$ cat src/rtl/stk_pkg.sv
package stk_pkg;

   localparam int unsigned MAX_STEPS = 5;
   localparam int unsigned NLANE     = 3;

   typedef enum logic [1:0] {
      ST_IDLE = 2'd0,
      ST_PUSH = 2'd1,
      ST_PULL = 2'd2
   } st_kind_e;

   typedef struct packed {
      st_kind_e   kind;
      logic       full;
      logic [1:0] lane;
   } step_t;

   typedef struct packed {
      logic [2:0]                 len;
      step_t [MAX_STEPS-1:0]      st;
   } seq_t;

   localparam logic [3:0] CMD_IDLE   = 4'd0;
   localparam logic [3:0] CMD_PUSH_M = 4'd1;
   localparam logic [3:0] CMD_PUSH_F = 4'd2;
   localparam logic [3:0] CMD_PULL_M = 4'd3;
   localparam logic [3:0] CMD_PULL_F = 4'd4;
   localparam logic [3:0] CMD_PULL_C = 4'd5;
   localparam logic [3:0] CMD_PHDIR  = 4'd6;
   localparam logic [3:0] CMD_PLDIR  = 4'd7;
   localparam logic [3:0] CMD_PEFF   = 4'd8;
   localparam logic [3:0] CMD_LCALL  = 4'd9;
   localparam logic [3:0] CMD_LRET   = 4'd10;

   function automatic step_t mk(st_kind_e k, logic f, logic [1:0] l);
      step_t s;
      s.kind = k;
      s.full = f;
      s.lane = l;
      return s;
   endfunction

   function automatic logic cmd_known(logic [3:0] c);
      return c <= CMD_LRET;
   endfunction

   function automatic seq_t seq_of(logic [3:0] c);
      seq_t q;
      for (int i = 0; i < MAX_STEPS; i++) q.st[i] = mk(ST_IDLE, 1'b0, 2'd0);
      q.len = 3'd1;
      case (c)
         CMD_PUSH_M: q.st[0] = mk(ST_PUSH, 1'b0, 2'd0);
         CMD_PUSH_F: q.st[0] = mk(ST_PUSH, 1'b1, 2'd0);
         CMD_PULL_M,
         CMD_PULL_C: q.st[0] = mk(ST_PULL, 1'b0, 2'd0);
         CMD_PULL_F: q.st[0] = mk(ST_PULL, 1'b1, 2'd0);
         CMD_PHDIR: begin
            q.len   = 3'd3;
            q.st[1] = mk(ST_PUSH, 1'b1, 2'd1);
            q.st[2] = mk(ST_PUSH, 1'b1, 2'd0);
         end
         CMD_PLDIR: begin
            q.len   = 3'd4;
            q.st[2] = mk(ST_PULL, 1'b1, 2'd0);
            q.st[3] = mk(ST_PULL, 1'b1, 2'd1);
         end
         CMD_PEFF: begin
            q.len   = 3'd2;
            q.st[0] = mk(ST_PUSH, 1'b1, 2'd1);
            q.st[1] = mk(ST_PUSH, 1'b1, 2'd0);
         end
         CMD_LCALL: begin
            q.len   = 3'd3;
            q.st[0] = mk(ST_PUSH, 1'b1, 2'd2);
            q.st[1] = mk(ST_PUSH, 1'b1, 2'd1);
            q.st[2] = mk(ST_PUSH, 1'b1, 2'd0);
         end
         CMD_LRET: begin
            q.len   = 3'd5;
            q.st[2] = mk(ST_PULL, 1'b1, 2'd0);
            q.st[3] = mk(ST_PULL, 1'b1, 2'd1);
            q.st[4] = mk(ST_PULL, 1'b1, 2'd2);
         end
         default: ;
      endcase
      return q;
   endfunction

endpackage

$ cat src/rtl/stk_ptr.sv
module stk_ptr
   import stk_pkg::*;
#(
   parameter int unsigned           DW       = 8,
   parameter int unsigned           SPW      = 16,
   parameter logic [SPW-DW-1:0]     EMU_PAGE = 1,
   parameter logic [SPW-1:0]        RST_SP   = 16'h01FF
) (
   input  logic           clk,
   input  logic           rst_n,
   input  logic           emu,
   input  logic           load,
   input  logic [SPW-1:0] load_val,
   input  logic           act,
   input  step_t          step,
   output logic [SPW-1:0] sp,
   output logic [SPW-1:0] addr
);

   localparam int unsigned HW = SPW - DW;

   logic           emu_q;
   logic           wrap;
   logic           emu_rise;
   logic [DW-1:0]  lo_inc, lo_dec;
   logic [SPW-1:0] nxt, sp_d;

   assign wrap     = emu && !step.full;
   assign emu_rise = emu && !emu_q;
   assign lo_inc   = sp[DW-1:0] + 1'b1;
   assign lo_dec   = sp[DW-1:0] - 1'b1;

   always_comb begin
      addr = sp;
      nxt  = sp;
      if (act) begin
         case (step.kind)
            ST_PUSH: begin
               addr = wrap ? {EMU_PAGE, sp[DW-1:0]} : sp;
               nxt  = wrap ? {sp[SPW-1:DW], lo_dec} : sp - 1'b1;
            end
            ST_PULL: begin
               addr = wrap ? {EMU_PAGE, lo_inc} : sp + 1'b1;
               nxt  = wrap ? {sp[SPW-1:DW], lo_inc} : sp + 1'b1;
            end
            default: ;
         endcase
      end
   end

   always_comb begin
      sp_d = load ? load_val : nxt;
      if (emu && (emu_rise || load)) sp_d[SPW-1:DW] = EMU_PAGE;
   end

   always_ff @(posedge clk) begin
      if (!rst_n) begin
         sp    <= RST_SP;
         emu_q <= 1'b0;
      end else begin
         sp    <= sp_d;
         emu_q <= emu;
      end
   end

   AST_PAGE_ADDR: assert property (@(posedge clk) disable iff (!rst_n)
      (act && step.kind != ST_IDLE && emu && !step.full) |-> addr[SPW-1:DW] == EMU_PAGE);
   AST_HI_HELD: assert property (@(posedge clk) disable iff (!rst_n)
      (act && step.kind != ST_IDLE && emu && emu_q && !step.full && !load)
      |=> sp[SPW-1:DW] == $past(sp[SPW-1:DW]));
   AST_FULL_PUSH: assert property (@(posedge clk) disable iff (!rst_n)
      (act && step.kind == ST_PUSH && step.full && !load && !emu_rise)
      |=> sp == SPW'($past(sp) - 1'b1));
   AST_EMU_HI: assert property (@(posedge clk) disable iff (!rst_n)
      emu_rise |=> sp[SPW-1:DW] == EMU_PAGE);

   logic [HW-1:0] unused_hw;
   assign unused_hw = '0;

endmodule

$ cat src/rtl/stk_seq.sv
module stk_seq
   import stk_pkg::*;
#(
   parameter int unsigned DW = 8
) (
   input  logic              clk,
   input  logic              rst_n,
   input  logic              cmd_valid,
   input  logic [3:0]        cmd,
   input  logic              emu,
   input  logic              hold,
   input  logic [NLANE*DW-1:0] opd_in,
   output logic              busy,
   output logic              done,
   output logic              act,
   output step_t             cur,
   output logic [NLANE*DW-1:0] opd
);

   seq_t       seq_q;
   logic [2:0] idx;
   logic       offer, skip, accept, last;

   assign offer  = cmd_valid && !busy && !hold && cmd_known(cmd);
   assign skip   = offer && cmd == CMD_PULL_C && emu;
   assign accept = offer && !skip;
   assign act    = busy;
   assign cur    = seq_q.st[idx];
   assign last   = busy && (idx == seq_q.len - 3'd1);
   assign done   = last || skip;

   always_ff @(posedge clk) begin
      if (!rst_n) begin
         busy  <= 1'b0;
         idx   <= '0;
         seq_q <= '0;
         opd   <= '0;
      end else if (accept) begin
         busy  <= 1'b1;
         idx   <= '0;
         seq_q <= seq_of(cmd);
         opd   <= opd_in;
      end else if (busy) begin
         if (last) busy <= 1'b0;
         else      idx  <= idx + 3'd1;
      end
   end

   AST_DONE_ENDS: assert property (@(posedge clk) disable iff (!rst_n)
      (busy && done) |=> !busy);
   AST_NO_SKIP_BUSY: assert property (@(posedge clk) disable iff (!rst_n)
      skip |=> !busy);

endmodule

$ cat src/rtl/stk_rdbuf.sv
module stk_rdbuf
   import stk_pkg::*;
#(
   parameter int unsigned DW = 8
) (
   input  logic                clk,
   input  logic                rst_n,
   input  logic                cap,
   input  logic [1:0]          lane,
   input  logic [DW-1:0]       rdata,
   output logic [NLANE*DW-1:0] q
);

   for (genvar g = 0; g < NLANE; g++) begin : g_lane
      logic [DW-1:0] r;
      always_ff @(posedge clk) begin
         if (!rst_n)                       r <= '0;
         else if (cap && lane == 2'(g))    r <= rdata;
      end
      assign q[g*DW +: DW] = r;
   end

endmodule

$ cat src/rtl/stk_cycle_gen.sv
module stk_cycle_gen
   import stk_pkg::*;
#(
   parameter int unsigned       DW       = 8,
   parameter int unsigned       SPW      = 16,
   parameter logic [SPW-DW-1:0] EMU_PAGE = 1,
   parameter logic [SPW-1:0]    RST_SP   = 16'h01FF
) (
   input  logic                clk,
   input  logic                rst_n,
   input  logic                emu,
   input  logic                sp_load,
   input  logic [SPW-1:0]      sp_load_val,
   input  logic                cmd_valid,
   input  logic [3:0]          cmd,
   input  logic [NLANE*DW-1:0] op_data,
   input  logic [DW-1:0]       bus_rdata,
   output logic [SPW-1:0]      bus_addr,
   output logic                bus_wr,
   output logic                bus_rd,
   output logic [DW-1:0]       bus_wdata,
   output logic [NLANE*DW-1:0] rd_buf,
   output logic                busy,
   output logic                done,
   output logic [SPW-1:0]      sp_dbg
);

   if (SPW <= DW) begin : g_bad_width
      $error("stack pointer must be wider than a data byte");
   end
   if (RST_SP[SPW-1:DW] != EMU_PAGE) begin : g_bad_reset
      $error("reset pointer must lie in the emulation page");
   end

   logic                act;
   step_t               cur;
   logic [NLANE*DW-1:0] opd;

   stk_seq #(.DW(DW)) u_seq (
      .clk, .rst_n, .cmd_valid, .cmd, .emu,
      .hold   (sp_load),
      .opd_in (op_data),
      .busy, .done, .act, .cur, .opd
   );

   stk_ptr #(.DW(DW), .SPW(SPW), .EMU_PAGE(EMU_PAGE), .RST_SP(RST_SP)) u_ptr (
      .clk, .rst_n, .emu,
      .load     (sp_load),
      .load_val (sp_load_val),
      .act,
      .step     (cur),
      .sp       (sp_dbg),
      .addr     (bus_addr)
   );

   assign bus_wr    = act && cur.kind == ST_PUSH;
   assign bus_rd    = act && cur.kind == ST_PULL;
   assign bus_wdata = bus_wr ? opd[int'(cur.lane)*DW +: DW] : '0;

   stk_rdbuf #(.DW(DW)) u_buf (
      .clk, .rst_n,
      .cap   (bus_rd),
      .lane  (cur.lane),
      .rdata (bus_rdata),
      .q     (rd_buf)
   );

   AST_STROBE_EXCL: assert property (@(posedge clk) disable iff (!rst_n)
      !(bus_wr && bus_rd));
   AST_IDLE_QUIET: assert property (@(posedge clk) disable iff (!rst_n)
      !busy |-> !(bus_wr || bus_rd));

endmodule

$ cat config.mk
export PLATFORM = sky130hd
export DESIGN_NAME = stk_cycle_gen
export DESIGN_NICKNAME = d
export VERILOG_FILES = /design/src/rtl/stk_pkg.sv /design/src/rtl/stk_ptr.sv /design/src/rtl/stk_seq.sv /design/src/rtl/stk_rdbuf.sv /design/src/rtl/stk_cycle_gen.sv
export SDC_FILE = /design/constraint.sdc
export NUM_CORES = 1
export LEC_CHECK = 0
export ABC_AREA = 1
export ABC_CLOCK_PERIOD_IN_PS = 2500
export BUFFER_PORTS_ARGS = -buffer_cell sky130_fd_sc_hd__buf_2
export CAP_MARGIN = 20
export CELL_PAD_IN_SITES_DETAIL_PLACEMENT = 1
export CELL_PAD_IN_SITES_GLOBAL_PLACEMENT = 1
export CORE_MARGIN = 3
export CORE_UTILIZATION = 37
export CTS_CLUSTER_DIAMETER = 80
export DETAILED_ROUTE_END_ITERATION = 7
export PLACE_DENSITY = 0.9
export SETUP_SLACK_MARGIN = 0.3
export SLEW_MARGIN = 25
export SYNTH_ARGS = -nofsm -noshare
export SYNTH_HDL_FRONTEND = slang
export SYNTH_SLANG_ARGS = --single-unit
$ cat constraint.sdc
create_clock -name clk -period 2.5 [get_ports clk]
set_input_delay 0.5 -clock clk [delete_from_list [all_inputs] [get_ports clk]]
set_output_delay 0.5 -clock clk [all_outputs]
set_load 0.01 [all_outputs]
==> metrics.txt <==
outcome=complete, but fails checks; failing checks=negative setup slack; # DRC=0; final wirelength=22500 um; setup violators final=26; GR Util met1=32.3%; Post-DP HPWL=12900 um; Num CTS Buffers=9; Placed Cells=1043; grt met2 use=48.1%; Post-DP Area=0.00583 mm2; clk_lat worst skew=360 ps; CP Buf/Inv Count=3; critical path's top delay family=compound AO/OA/AOI/OAI gates; Crit Path Category=flip-flop to output pin; TritonCTS clock tree=yes; initial antenna violation count=1; arrival time at the worst endpoint=2370 ps; maximum clock insertion buffer count=2; Cells after Synth=749; syn_nets=812; max-cap violation count=0; CTS hold repair buffers=0; min-delay worst type=input port to flip-flop; Critical Path RT=2000 ps; WP depth=11; DRT iter0 DRCs=595; RSZ-0062 raised after global routing=yes; via count=6142; area leader, netlist=dfxtp_1; cell mode on critical path=nor2_4; Layout fillers=1672; cells on worst reg2reg path=15; Tcrit/Tclk final=115%; Tightest Pin Transition=700 ps; syn_area_per_cell=6.47 um2; met3 usage=6.31%; Pwr Density=520 mW/mm2; setup_tns=-6230 ps; Die X=120 um; critical-path cell list=nor2_4 > nand2_4 > o21ai_4 > a21oi_4 > ha_4 > nor2_4 > inv_4 > buf_12 > o22ai_4 > o31ai_4 > buf_2; worst ir drop on vdd=0.322 mV; Die Height=120 um; CP max FO=13; FF-to-FF Start=u_seq.idx[0]; Buffers on Ports=124; Syn-to-layout area delta=43.8%; number of global-route vias before repair=6167; Critical Path Start=u_seq.idx[0]; Netlist cell types=43; layout cells sized above 1=32.6%; clock sink count=83; GR Util All Layers=27.4%; slew margin rel.=53.3%; GR Overflow Total=0; CTS root buffer=clkbuf_16; row count=41; Worst setup SP type=flip-flop; Fin Hold WS=371 ps; antenna viol nets, final=0; Pins Over Slew Limit=0; Mapped Area=0.00484 mm2; Yosys warnings=0; gr busiest metal=met2; Worst-path clk slew=60 ps; R2R setup slack=20 ps; worst setup margin=-370 ps; Nets=976; Yosys reg bits=83; via/cell ratio=5.63; final hold violation count=0; Critical Path Sink Type=output pin; Placer Congestion=0.921; post-route cell area=0.00697 mm2; CP max-delay cell=dfxtp_4; Area contributors post-synth=dfxtp_1 (34%), nand2_1 (17%), nand3_1 (8.5%); R2R Path End=u_ptr.sp[15]; setup clock skew after layout=15.0 ps; Seq/Total Area, Yosys=34.3%; Hold Crit Start=op_data[7]; top-area cell type share of the netlist area=34.3%; Lkg Pwr=3.27 nW; Max stage delay on crit path=400 ps; Starting Density=38.1%; largest net degree at the start of global routing=52; first-pass GRT wire length=31600 um; Antenna Cells=0; Multi-input gate area=0.00321 mm2; area of the die=0.0145 mm2; Sequential cell area=0.00167 mm2; min Tclk post-route=2870 ps; Setup crit end=bus_addr[8]; I/O Pins=125; non-filler cells, final=1090; f_max=348 MHz; H-tree levels=3; First-pass DRT Iterations=4; Core Box Area=0.0127 mm2; Routed WL per cell=20.6 um
## registers in the layout, summed over array words and instances (netlist names)
register        flops
u_ptr.sp           16
u_seq.idx           3
u_buf.g_lane.r     24
u_seq.opd          24
u_seq.act           1
u_ptr.emu_q         1
u_seq.seq_q        14
## placed cells by master, fill, tap and decap left out, types with 8 or more instances in the layout
master and n:
a21oi_1 51, buf_2 120, buf_4 40, buf_6 20
clkbuf_16 9, dfxtp_1 77, inv_1 65, inv_4 10
nand2_1 208, nand3_1 80, nand4_1 11, nor2_1 61
o21ai_0 30, o21ai_1 10, o21ai_2 8
## cells in the mapped netlist (all sizes together)
| cell | n |
|---|---|
| ha | 6 |
| o211a | 1 |
| a22oi | 7 |
| xnor2 | 3 |
| a221oi | 1 |
| a21oi | 57 |
| or2 | 1 |
| nor3b | 2 |
| nor3 | 4 |
| nand2 | 219 |
| buf | 22 |
| nand3 | 83 |
| o211ai | 7 |
| nand4 | 11 |
| inv | 78 |
| o21ai | 52 |
| o22ai | 11 |
| nor2 | 70 |
| o221ai | 1 |
| clkbuf | 13 |
| dfxtp | 83 |
| clkinv | 1 |
| xor2 | 5 |
| o31ai | 3 |
| a31oi | 8 |
## timing repair
item / CTS / global route
endpoints found under the setup margin: 49 / 73
pin swaps: 11 / 14
resized for setup: 70 / 67
gates cloned: 3 / 1
setup buffers: 15 / 12
## cells by family after synthesis
kind of cell,share of synthesized area (%)
AOI/OAI and AO/OA,17.7
xor gates and xnor gates,1.45
adders and majority gates,1.55
buffers and inverters,10.1
DFF,34.3
and+or+nand+nor,34.9
## metrics by stage
stage               power [W]  utilization, %  worst slack [ps]
global route          0.00376            54.8              -440
detailed placement    0.00200            45.8             -20.3
floorplan             0.00178               -               231
CTS                   0.00352            51.6              -219
global placement      0.00198            45.8              -195
finish                0.00362            54.8              -370
## worst min-delay path: stages
cell,delay [ps]
buf_2,80
nand3_1,60
nand2_1,60
## final cells by class
class / count / share of cell area [%]
sequential: 83 / 24.0
timing repair buffer: 184 / 17.2
tap: 172 / 3.09
clock buffer: 10 / 3.29
inverter: 79 / 4.76
timing repair inverter: 2 / 0.198
clock inverter: 6 / 1.36
multi-input combinational: 554 / 46.0
## power breakdown
| part | internal [W] | switching (W) |
|---|---|---|
| sequential | 0.00137 | 0.0000580 |
| clock | 0.000889 | 0.000616 |
| combinational | 0.000257 | 0.000437 |
## worst min path at each step
stage / endpoint / slack, ps / depth (start not counted)
after global placement: u_seq.opd[2] / 430 / 2
after detailed placement: u_seq.opd[3] / 440 / 2
after global routing: u_seq.opd[7] / 380 / 3
final: u_seq.opd[7] / 370 / 3
after CTS: u_ptr.emu_q / 370 / 3
after floorplan: u_seq.opd[0] / 420 / 2
## metal layers
metal  wire length (um)  vias up  part of all wire (%)
met5                  7        -                 0.031
met4                765        2                   3.4
met3               1460       65                   6.5
met2              11300      262                    50
met1               8900     3006                    40
li1                   -     2807                     -
(Power assumes the default switching activity.)
